==> src/rtl/smbs_pkg.sv <==
package smbs_pkg;

  typedef enum logic [2:0] {
    ST_IDLE,
    ST_ADDR,
    ST_AWAIT,
    ST_AACK,
    ST_TX,
    ST_TACK,
    ST_TWAIT,
    ST_QUIET
  } smbs_state_e;

  localparam int STATUS_W = 4;

endpackage

==> src/rtl/smbs_sync.sv <==
module smbs_sync #(
  parameter int WIDTH  = 2,
  parameter int STAGES = 2
) (
  input  logic             clk,
  input  logic             rst,
  input  logic [WIDTH-1:0] d,
  output logic [WIDTH-1:0] q
);

  logic [WIDTH-1:0] chain [STAGES];

  always_ff @(posedge clk) begin
    if (rst) begin
      for (int i = 0; i < STAGES; i++) chain[i] <= '1;
    end else begin
      chain[0] <= d;
      for (int i = 1; i < STAGES; i++) chain[i] <= chain[i-1];
    end
  end

  assign q = chain[STAGES-1];

endmodule

==> src/rtl/smbs_bus_events.sv <==
module smbs_bus_events (
  input  logic clk,
  input  logic rst,
  input  logic scl_s,
  input  logic sda_s,
  output logic ev_start,
  output logic ev_stop,
  output logic ev_rise,
  output logic ev_fall
);

  logic scl_p, sda_p;

  always_ff @(posedge clk) begin
    if (rst) begin
      scl_p <= 1'b1;
      sda_p <= 1'b1;
    end else begin
      scl_p <= scl_s;
      sda_p <= sda_s;
    end
  end

  // START/STOP: SDA edge while SCL stays high
  assign ev_start = scl_s & scl_p & sda_p & ~sda_s;
  assign ev_stop  = scl_s & scl_p & ~sda_p & sda_s;
  assign ev_rise  = ~scl_p & scl_s;
  assign ev_fall  = scl_p & ~scl_s;

endmodule

==> src/rtl/smbs_addr_match.sv <==
module smbs_addr_match #(
  parameter int ADDR_W = 7
) (
  input  logic [ADDR_W-1:0] rx_addr,
  input  logic [ADDR_W-1:0] own_addr,
  input  logic [ADDR_W-1:0] addr_mask,
  output logic              hit
);

  logic [ADDR_W-1:0] bit_ok;

  for (genvar g = 0; g < ADDR_W; g++) begin : g_bit
    assign bit_ok[g] = ~addr_mask[g] | (rx_addr[g] ~^ own_addr[g]);
  end

  assign hit = &bit_ok;

endmodule

==> src/rtl/smbs_engine.sv <==
module smbs_engine
  import smbs_pkg::*;
#(
  parameter int ADDR_W = 7,
  parameter int DATA_W = 8
) (
  input  logic              clk,
  input  logic              rst,
  input  logic              enable,
  input  logic              hw_ack_en,
  input  logic              ev_start,
  input  logic              ev_stop,
  input  logic              ev_rise,
  input  logic              ev_fall,
  input  logic              sda_s,
  input  logic              addr_hit,
  input  logic [DATA_W-1:0] tx_data,
  input  logic              tx_wr,
  input  logic              irq_clr,
  input  logic              sw_ack,
  output logic [ADDR_W-1:0] rx_addr,
  output logic              irq,
  output logic              ack_req,
  output logic              sda_oe,
  output logic              mst_nack,
  output logic              wr_err,
  output logic [STATUS_W-1:0] status
);

  localparam int CNT_W = $clog2(DATA_W + 1);
  localparam logic [CNT_W-1:0] BYTE_END = CNT_W'(DATA_W);
  localparam logic [CNT_W-1:0] LAST_BIT = CNT_W'(DATA_W - 1);

  smbs_state_e       st;
  logic [DATA_W-1:0] shreg;
  logic [DATA_W-1:0] dreg;
  logic [CNT_W-1:0]  cnt;
  logic              pend;
  logic              rnw;
  logic              txmode;
  logic              sta_f;
  logic              sto_f;

  assign rx_addr = shreg[ADDR_W:1];
  assign status  = {1'b0, txmode, sta_f, sto_f};

  always_ff @(posedge clk) begin
    if (rst) begin
      st       <= ST_IDLE;
      shreg    <= '0;
      dreg     <= '0;
      cnt      <= '0;
      pend     <= 1'b0;
      rnw      <= 1'b0;
      txmode   <= 1'b0;
      sta_f    <= 1'b0;
      sto_f    <= 1'b0;
      irq      <= 1'b0;
      ack_req  <= 1'b0;
      sda_oe   <= 1'b0;
      mst_nack <= 1'b0;
      wr_err   <= 1'b0;
    end else begin
      if (tx_wr) begin
        dreg <= tx_data;
        pend <= 1'b1;
        if (st == ST_TWAIT && mst_nack) wr_err <= 1'b1;
      end

      if (ev_stop) begin
        st      <= ST_IDLE;
        txmode  <= 1'b0;
        sta_f   <= 1'b0;
        sto_f   <= 1'b1;
        sda_oe  <= 1'b0;
        irq     <= 1'b0;
        ack_req <= 1'b0;
        pend    <= 1'b0;
      end else if (ev_start && enable) begin
        st       <= ST_ADDR;
        cnt      <= '0;
        sta_f    <= 1'b1;
        sto_f    <= 1'b0;
        txmode   <= 1'b0;
        sda_oe   <= 1'b0;
        irq      <= 1'b0;
        ack_req  <= 1'b0;
        pend     <= 1'b0;
        wr_err   <= 1'b0;
        mst_nack <= 1'b0;
      end else if (ev_start) begin
        st     <= ST_IDLE;
        sda_oe <= 1'b0;
      end else begin
        unique case (st)
          ST_ADDR: begin
            if (ev_rise) begin
              shreg <= {shreg[DATA_W-2:0], sda_s};
              cnt   <= cnt + 1'b1;
            end else if (ev_fall && cnt == BYTE_END) begin
              rnw <= shreg[0];
              cnt <= '0;
              if (hw_ack_en) begin
                if (addr_hit) begin
                  sda_oe <= 1'b1;
                  st     <= ST_AACK;
                end else begin
                  st <= ST_QUIET;
                end
              end else begin
                irq     <= 1'b1;
                ack_req <= 1'b1;
                st      <= ST_AWAIT;
              end
            end
          end
          ST_AWAIT: begin
            if (irq_clr) begin
              irq     <= 1'b0;
              ack_req <= 1'b0;
              if (sw_ack) begin
                sda_oe <= 1'b1;
                st     <= ST_AACK;
              end else begin
                st <= ST_QUIET;
              end
            end
          end
          ST_AACK: begin
            if (ev_fall) begin
              sda_oe   <= 1'b0;
              mst_nack <= 1'b0;
              if (!rnw) begin
                st <= ST_QUIET;
              end else if (hw_ack_en) begin
                txmode <= 1'b1;
                irq    <= 1'b1;
                st     <= ST_TWAIT;
              end else if (pend) begin
                txmode <= 1'b1;
                shreg  <= dreg;
                sda_oe <= ~dreg[DATA_W-1];
                pend   <= 1'b0;
                cnt    <= '0;
                st     <= ST_TX;
              end else begin
                st <= ST_QUIET;
              end
            end
          end
          ST_TX: begin
            if (ev_fall) begin
              if (cnt == LAST_BIT) begin
                sda_oe <= 1'b0;
                cnt    <= '0;
                st     <= ST_TACK;
              end else begin
                sda_oe <= ~shreg[DATA_W-2];
                shreg  <= {shreg[DATA_W-2:0], 1'b0};
                cnt    <= cnt + 1'b1;
              end
            end
          end
          ST_TACK: begin
            if (ev_rise) mst_nack <= sda_s;
            if (ev_fall) begin
              irq <= 1'b1;
              st  <= ST_TWAIT;
            end
          end
          ST_TWAIT: begin
            if (irq_clr) begin
              irq <= 1'b0;
              if (mst_nack) begin
                st <= ST_QUIET;
              end else if (pend) begin
                shreg  <= dreg;
                sda_oe <= ~dreg[DATA_W-1];
                pend   <= 1'b0;
                cnt    <= '0;
                st     <= ST_TX;
              end else begin
                txmode <= 1'b0;
                st     <= ST_QUIET;
              end
            end
          end
          default: ;
        endcase
      end
    end
  end

endmodule

==> src/rtl/smbs_slave_tx.sv <==
module smbs_slave_tx #(
  parameter int ADDR_W      = 7,
  parameter int DATA_W      = 8,
  parameter int SYNC_STAGES = 2
) (
  input  logic              clk,
  input  logic              rst,
  input  logic              enable,
  input  logic              hw_ack_en,
  input  logic [ADDR_W-1:0] own_addr,
  input  logic [ADDR_W-1:0] addr_mask,
  input  logic              scl_i,
  input  logic              sda_i,
  output logic              scl_oe,
  output logic              sda_oe,
  input  logic [DATA_W-1:0] tx_data,
  input  logic              tx_wr,
  input  logic              irq_clr,
  input  logic              sw_ack,
  output logic              irq,
  output logic              ack_req,
  output logic              mst_nack,
  output logic              wr_err,
  output logic [3:0]        status
);

  logic [1:0]        line_s;
  logic              scl_s, sda_s;
  logic              ev_start, ev_stop, ev_rise, ev_fall;
  logic [ADDR_W-1:0] rx_addr;
  logic              addr_hit;

  smbs_sync #(.WIDTH(2), .STAGES(SYNC_STAGES)) u_sync (
    .clk (clk),
    .rst (rst),
    .d   ({scl_i, sda_i}),
    .q   (line_s)
  );

  assign scl_s = line_s[1];
  assign sda_s = line_s[0];

  smbs_bus_events u_events (
    .clk      (clk),
    .rst      (rst),
    .scl_s    (scl_s),
    .sda_s    (sda_s),
    .ev_start (ev_start),
    .ev_stop  (ev_stop),
    .ev_rise  (ev_rise),
    .ev_fall  (ev_fall)
  );

  smbs_addr_match #(.ADDR_W(ADDR_W)) u_match (
    .rx_addr   (rx_addr),
    .own_addr  (own_addr),
    .addr_mask (addr_mask),
    .hit       (addr_hit)
  );

  smbs_engine #(.ADDR_W(ADDR_W), .DATA_W(DATA_W)) u_engine (
    .clk       (clk),
    .rst       (rst),
    .enable    (enable),
    .hw_ack_en (hw_ack_en),
    .ev_start  (ev_start),
    .ev_stop   (ev_stop),
    .ev_rise   (ev_rise),
    .ev_fall   (ev_fall),
    .sda_s     (sda_s),
    .addr_hit  (addr_hit),
    .tx_data   (tx_data),
    .tx_wr     (tx_wr),
    .irq_clr   (irq_clr),
    .sw_ack    (sw_ack),
    .rx_addr   (rx_addr),
    .irq       (irq),
    .ack_req   (ack_req),
    .sda_oe    (sda_oe),
    .mst_nack  (mst_nack),
    .wr_err    (wr_err),
    .status    (status)
  );

  // stretch SCL for as long as the interrupt flag is pending
  assign scl_oe = irq;

endmodule

==> config.mk <==
export PLATFORM = sky130hd
export DESIGN_NAME = smbs_slave_tx
export DESIGN_NICKNAME = d
export VERILOG_FILES = /design/src/rtl/smbs_pkg.sv /design/src/rtl/smbs_sync.sv /design/src/rtl/smbs_bus_events.sv /design/src/rtl/smbs_addr_match.sv /design/src/rtl/smbs_engine.sv /design/src/rtl/smbs_slave_tx.sv
export SDC_FILE = /design/constraint.sdc
export NUM_CORES = 1
export LEC_CHECK = 0
export ABC_AREA = 1
export BUFFER_PORTS_ARGS = -buffer_cell sky130_fd_sc_hd__buf_4
export CAP_MARGIN = 20
export CORE_MARGIN = 10
export CORE_UTILIZATION = 45
export DETAILED_ROUTE_END_ITERATION = 10
export PLACE_DENSITY = 0.66
export SYNTH_ARGS = -nofsm -noshare
export SYNTH_HDL_FRONTEND = slang
export SYNTH_SLANG_ARGS = --single-unit
export TNS_END_PERCENT = 100
==> constraint.sdc <==
create_clock -name clk -period 2.6 [get_ports clk]
set_input_delay 0.39 -clock clk [delete_from_list [all_inputs] [get_ports clk]]
set_output_delay 0.39 -clock clk [all_outputs]
set_load 0.03 [all_outputs]
## After elaboration in Yosys (flattened, before gate mapping)

Memories as Yosys holds them, arrays and structs flattened.
Index checks and enable logic that the tools add are counted.

- Reduce and logical (&&, ||, !) cells: 28
- Bitwise gates (word level): 40
- Multiplexer cells: 100
- Equality and inequality tests: 47
- Add/subtract/negate cells: 1

Operators by type and width:

| cell | count |
|---|---|
| $mux 8 | 9 |
| $mux 1 | 53 |
| $mux 4 | 12 |
| $mux 3 | 14 |
| $pmux 8 s4 | 1 |
| $ne 2x2->1 const B | 14 |
| $reduce_and 12->1 | 2 |
| $ne 4x1->1 const B | 5 |
| $reduce_and 10->1 | 2 |
| $pmux 3 s6 | 1 |
| $reduce_and 9->1 | 2 |
| $not 1->1 | 17 |
| $ne 2x1->1 const B | 8 |
| $pmux 4 s4 | 1 |
| $ne 4x2->1 const B | 3 |
| $reduce_and 6->1 | 2 |
| $reduce_bool 5->1 | 2 |
| $eq 3x3->1 const B | 3 |
| $ne 3x1->1 const B | 3 |
| $ne 3x2->1 const B | 3 |
| $or 1x1->1 | 9 |
| $pmux 1 s2 | 4 |
| $reduce_and 8->1 | 1 |
| $reduce_bool 4->1 | 2 |
| other kinds (22) | 43 |

- Memories kept: 1
- Register bits: 35
- Bits in writable memories: 4
- Input port bits: 31

Memories:

| memory | words | width | rd ports | clocked after Yosys merged registers in | write ports | RTL line | RTL |
|---|---|---|---|---|---|---|---|
| u_sync.chain | 2 | 2 | 2 | 0 | 2 | smbs_sync.sv:11 | `logic [WIDTH-1:0] chain [STAGES];` |

## Longest topological paths before layout

Gate-level depths: netlist (run 1).

- Depth in word-level cells: 10
- Depth in mapped cells: 12
- Depth with buffers taken out: 12

## Hierarchy

Synthesis (run 1) repeated with hierarchy kept, for this count alone.

- Cell total of the unflattened synthesis: 400
- Area total of the unflattened synthesis: 2489.9 um2

Modules (own cells, without submodules):

| module | cells an instance | area an instance (um2) | instances | sequential area each (um2) |
|---|---|---|---|---|
| smbs_engine | 334 | 2123.3 | 1 | 660.6 |
| smbs_addr_match | 34 | 135.1 | 1 | 0.0 |
| smbs_sync | 15 | 131.4 | 1 | 80.1 |
| smbs_bus_events | 16 | 92.6 | 1 | 40.0 |
| smbs_slave_tx | 1 | 7.5 | 1 | 0.0 |

## Worst setup path before layout (run 1)

No wires, ideal clock.

- Kind: register to register
- Start: register u_engine.st[2]
- End: register u_engine.cnt[1]
- Setup time: 0.117 ns
- Cell stages (with the launch flop): 12
- Setup slack: 1.104 ns
- Required time: 2.483 ns
- Arrival: 1.378 ns
- Path through: dfxtp_1 > buf_4 > inv_2 > nand3_1 > nand2_2 > inv_2 > nand2_1 > nand2_1 > nand2_1 > inv_1 > o21ai_0 > nor2_1

- Cells in the longest elaborated chain, start to end: 4

RTL lines:

| element | RTL line | RTL |
|---|---|---|
| start, declared | smbs_engine.sv:34 | `smbs_state_e st;` |
| start signal, assigned | smbs_engine.sv:49 | `st <= ST_IDLE;` |
| start signal, assigned | smbs_engine.sv:71 | `st <= ST_IDLE;` |
| start signal, assigned | smbs_engine.sv:80 | `st <= ST_ADDR;` |
| $eq 3x3->1, or another cell as far along | smbs_engine.sv:95 | `unique case (st)` |
| $pmux 4 s4 | smbs_engine.sv:95 |  |
| $mux 4 | smbs_engine.sv:91 | `end else if (ev_start) begin` |
| $mux 4 | smbs_engine.sv:79 | `end else if (ev_start && enable) begin` |
| end signal, assigned | smbs_engine.sv:99 | `cnt <= cnt + 1'b1;` |
| end signal, assigned | smbs_engine.sv:160 | `cnt <= cnt + 1'b1;` |
| end, declared | smbs_engine.sv:37 | `logic [CNT_W-1:0] cnt;` |

Parallel ways exist; a longest one is shown, timed or not. The select of a mux whose other input is x is not followed.
A chain may end at the register's enable or synchronous reset.

## Final worst setup path (run 1)

- Start: register u_engine.st[2]
- End: register u_engine.cnt[0]

The elaborated chain is that of the path after synthesis.

==> metrics.txt, run 1 <==
Max Clock Skew 0.00731 ns; clk_lat worst skew 0.29 ns; Resized cells post-CTS 0; largest net degree at the start of global routing 25; fmax 492 MHz; vias in the first global route 2,438; CP Capture Type flop; Layout area overhead 18.3%; Synth async-reset ratio 0; detailed-router iteration count before antenna repair 4; # setup viols final 0; critical path startpoint category flop; synth top area cells dfxtp_1, nand2_1, nor2_1; Hold Path Stages 2; cells after synthesis 399; crit path time final 2.03 ns; final wirelength 6980 µm; initial antenna violation count 0; Least-Margin Pin Slew 0.692 ns; Buffers on Ports 39; Sum Neg Setup Slack 0 ns; outcome completed; fin util 0.550; critical path peak fanout 17; CTS Buf Count 5; IO Pins 41; drt wl/cell 13.8 µm; share of post-route cells with drive strength above 1 0.161; area share of the largest cell type after synthesis 0.327; Max Cap Violations 0; Synth Warn # 0; Post-Syn Nets 432; Final Power 2.94 mW; Worst Path Required 2.79 ns; Die X 92.9 µm; drt first-iter violations 180; RSZ-0062 raised after global routing no; maximum clock insertion buffer count 2; die height 92.9 µm; GRT Util Overall 0.167; synthesized area per cell 5.99 µm²; Layout fillers 577; first-pass GRT wire length 11,800 µm; post-CTS setup buffers 0; GP Congestion 0.943; Mapped Area 2390 µm²; GR Overflow Total 0; starting density of the core 0.465; Worst Setup Path Type reg -> reg; area leader, netlist dfxtp_1; VDD IR max 0.000447 V; H-Tree Depth 2; Final HPWL DP 5570 µm; Worst Hold Margin 0.286 ns; Core Rows 26; Max Slew Vio Count 0; ant diodes 0; final hold vios 0; CTS tree yes; number of clock sinks 39; CTS Hold Bufs 0; R2R cell count 9; Yosys reg bits 39; final non-filler cell total 506; CP Data Arrival Time 2.23 ns; Leak 1.51 nW; most frequent cells in the layout nand2_1, nor2_1, inv_1, buf_4, dfxtp_1; placed cell count 498; Slew HR 0.535; Power Dens Cells 1040 nW/µm²; clk slew on worst S/H paths 0.08 ns; DR vias 2,549; Die Area 8630 µm²; vias per inst 5.04; Distinct cells, synth 29; sequential area share after synthesis 0.327; DRC Markers 0; worst min-delay path class in -> reg; leading cell type in the layout, fill and taps excluded nand2_1; ys flop type dfxtp_1; antenna-violating nets left 0; NumNets Final 468; fraction of the cycle the final worst path needs 0.782; CTS root buf clkbuf_8; core area 5140 µm²; Post-synth EDFFs 0
==> synthesized netlist by cell type (4+ instances only) <==
library cell	instances
o21ai_0	29
clkbuf_1	5
nor2_1	79
inv_2	4
or2_2	9
inv_1	45
a21oi_1	15
nand2_1	99
dfxtp_1	39
nor3_1	4
nand4_1	6
nand3_1	34
buf_4	7
==> power by group <==
group	switching [mW]	total (mW)	internal, mW
clock network	0.225	0.535	0.311
registers	0.152	0.902	0.750
logic	0.976	1.50	0.524
==> metal layers <==
layer  up-vias  wire [µm]  track usage
met4         0        193       0.0746
met2        62       3030        0.250
met3        15        332       0.0428
li1       1327          -            -
met5         -          0            0
met1      1145       3430        0.221
==> sequential cells by signal, indices dropped and copies added (netlist names), 3 cells and up <==
register and count:
u_sync.chain 4, u_engine.dreg 8, u_engine.st 3, u_engine.cnt 4, u_engine.shreg 8
==> through the flow <==
step	setup WS (ns)	area [µm²]
2_1_floorplan	1.10	2390
3_3_place_gp	0.622	2710
3_5_place_dp	0.633	2710
4_1_cts	0.605	2830
5_1_grt	0.256	2830
6_report	0.568	2830
==> path summary, 6_finish.rpt <==
check                      from                  to  slack, ns
max              u_engine.st[2]     u_engine.cnt[0]       0.57
min                       scl_i  u_sync.chain[0][1]       0.29
max reg2reg      u_engine.st[2]     u_engine.cnt[0]       0.57
min reg2reg  u_sync.chain[0][1]  u_sync.chain[0][3]       0.42
==> area by class of cell <==
cell class | instances | area (µm²) | share of cell area
sequential | 39 | 781 | 0.276
clock buffer | 6 | 82.6 | 0.0292
tap | 70 | 87.6 | 0.0310
clock inverter | 2 | 35.0 | 0.0124
inverter | 49 | 184 | 0.0650
timing repair buffer | 42 | 315 | 0.112
multi-input combinational | 298 | 1340 | 0.475
==> worst max-delay path: stages (launching register included) <==
cell,delay (ns)
dfxtp_1,0.54
inv_2,0.14
nand3_1,0.23
nand2_2,0.25
inv_2,0.16
nand2_1,0.17
o21ai_0,0.20
inv_1,0.06
o21ai_1,0.13
nor2_1,0.06
==> logic make-up (layout without fill, tap and decap cells) <==
family | Yosys count | in the layout | synth area share
AO/OA/AOI/OAI | 52 | 52 | 0.114
adder cells (fa/ha/maj) | 2 | 2 | 0.0105
other | 1 | 1 | 0.00157
XOR/XNOR | 2 | 2 | 0.00733
AND/OR/NAND/NOR | 241 | 241 | 0.429
flip-flops | 39 | 39 | 0.327
buffers and inverters | 62 | 99 | 0.112
No activity file was read; power rests on OpenSTA's default activity.
==> inputs of run 2 (changes only) <==
--- a/config.mk
+++ b/config.mk
@@ -11,7 +11,7 @@
 export CORE_MARGIN = 10
 export CORE_UTILIZATION = 45
 export DETAILED_ROUTE_END_ITERATION = 10
-export PLACE_DENSITY = 0.66
+export PLACE_DENSITY = 0.69
 export SYNTH_ARGS = -nofsm -noshare
 export SYNTH_HDL_FRONTEND = slang
 export SYNTH_SLANG_ARGS = --single-unit
==> constraint.sdc (replaced) <==
create_clock -name clk -period 1.75 [get_ports clk]
set_input_delay 0.2625 -clock clk [delete_from_list [all_inputs] [get_ports clk]]
set_output_delay 0.2625 -clock clk [all_outputs]
set_load 0.03 [all_outputs]
==> run 2 against run 1 <==
Compared with the run above:
- sequential share of layout area down 3.0 points
- global-route usage increased by 0.36 points
- first-iteration DRC count decreased by 7.2%
- combinational power is 88% higher
- wire length rose by 5.0%
- die area is the same
- sequential cell count is the same
- largest power group unchanged
==> metrics.txt, run 2 (synthesis gave the netlist of run 1 again) <==
vias per inst 5.01; Core Rows 26; part of the power in registers 0.271; Die X 92.9 µm; placed cell count 533; # setup viols final 0; share of post-route cells with drive strength above 1 0.273; fmax 617 MHz; Max Clock Skew 0.00787 ns; GR Overflow Total 0; DRC Markers 0; CTS Buf Count 5; number of clock sinks 39; worst setup margin 0.129 ns; worst min-delay path class in -> reg; Leak 1.69 nW; CTS tree yes; Max Slew Vio Count 0; clk slew on worst S/H paths 0.08 ns; Layout area overhead 34.2%; wl on met1 3130 µm; Worst Hold Margin 0.144 ns; r2r setup slk 0.13 ns; Worst Path Required 1.96 ns; CP Data Arrival Time 1.83 ns; R2R Path End u_engine.st[2]; highest metal used met4; first-pass GRT wire length 12,100 µm; switching fraction of total power 0.457; Psw 2.28 mW; Power Dens Cells 1560 nW/µm²; final hold vios 0; critical path startpoint category flop; CP Capture Type flop; Worst Setup SP u_engine.cnt[0]; die height 92.9 µm; Critical Path End u_engine.st[2]; Final Power 4.99 mW; vias in the first global route 2,700; biggest regs u_engine.dreg (8), u_engine.shreg (8); VDD IR max 0.000759 V; placed instance area 2970 µm²; starting density of the core 0.465; design area 3210 µm²; Max Cap Violations 0; clk_lat worst skew 0.30 ns; core area 5140 µm²; IO Pins 41; Crit-path slowest cell dfxtp_1; combinational share of power 0.564; fraction of the cycle the final worst path needs 0.926; most frequent cells in the layout nand2_1, buf_4, nor2_1, inv_1, dfxtp_1; final wirelength 7330 µm; detailed-router iteration count before antenna repair 6; Buffers on Ports 39; drt wl/cell 13.5 µm; Max stage delay on crit path 0.38 ns; CTS Hold Bufs 0; Pint 2.71 mW; critical path peak fanout 5; H-Tree Depth 2; R2R cell count 8; routed length on met2 3560 µm; Final HPWL DP 5600 µm; CTS root buf clkbuf_8; Die Area 8630 µm²; DR vias 2,715; outcome completed; GRT Util Overall 0.171; routed length on met3 352 µm; clock power share 0.165; crit path time final 1.62 ns; NumNets Final 504; maximum clock insertion buffer count 2; crit-path cells ha_2 > nand3_2 > and2_1 > nor2_2 > nand3_2 > nand2_1 > nand2_1 > nor2_1; Worst Setup Path Type reg -> reg; leading cell type in the layout, fill and taps excluded nand2_1; final non-filler cell total 542; Layout fillers 524; drt first-iter violations 167; antenna-violating nets left 0; RR Startpoint u_engine.cnt[0]; largest net degree at the start of global routing 25; Place WS -0.0810 ns; GP Congestion 0.942; ant diodes 0; initial antenna violation count 0
## run 2: how the worst min path moves through the flow
stage	from	endpoint	slack (ns)	cells past startpoint
6_report	scl_i	u_sync.chain[0][1]	0.14	2
3_5_place_dp	u_sync.chain[0][1]	u_sync.chain[0][3]	0.40	1
2_1_floorplan	rst	u_engine.sto_f	0.33	1
4_1_cts	scl_i	u_sync.chain[0][1]	0.14	2
3_3_place_gp	u_sync.chain[0][1]	u_sync.chain[0][3]	0.39	1
5_1_grt	sda_i	u_sync.chain[0][0]	0.15	2
## run 2: stage by stage
| stage | TNS, ns | utilization |
|---|---|---|
| 4_1_cts | 0 | 0.606 |
| 6_report | 0 | 0.624 |
| 3_5_place_dp | -0.556 | 0.578 |
| 3_3_place_gp | -0.592 | 0.578 |
| 2_1_floorplan | 0 | - |
| 5_1_grt | -0.00871 | 0.624 |
## run 2: power groups by stage
stage / Combinational, mW / Clock, mW / Sequential, mW
floorplan: 1.73 / 0 / 1.33
global placement: 2.47 / 0 / 1.34
detailed placement: 2.48 / 0 / 1.34
CTS: 2.56 / 0.823 / 1.33
global route: 3.19 / 0.858 / 1.38
finish: 2.82 / 0.823 / 1.35
## run 2: cell type report
cell class | count | area, µm² | area share
inverter | 49 | 186 | 0.0581
clock inverter | 2 | 38.8 | 0.0121
multi-input combinational | 299 | 1450 | 0.451
sequential | 39 | 788 | 0.246
timing repair buffer | 77 | 578 | 0.180
clock buffer | 6 | 82.6 | 0.0257
tap | 70 | 87.6 | 0.0273
## run 2: repair_timing
item	4_1_cts	5_1_grt
pin swaps	0	3
endpoints found under the setup margin	12	17
cloned	0	1
setup buffers	0	0
resized for setup	4	28
endpoints found under the hold margin	0	0
## run 2: critical path, delay by kind of cell, from the launching register on
kind	cells	cell delay, ns
adders and majority gates	1	0.22
DFF	1	0.38
and+or+nand+nor	7	0.93
## run 2: routing by layer
layer,GRT usage,vias to the layer above
li1,-,1403
met1,0.189,1205
met2,0.296,83
met3,0.0371,24
met4,0.0964,0
met5,0,-
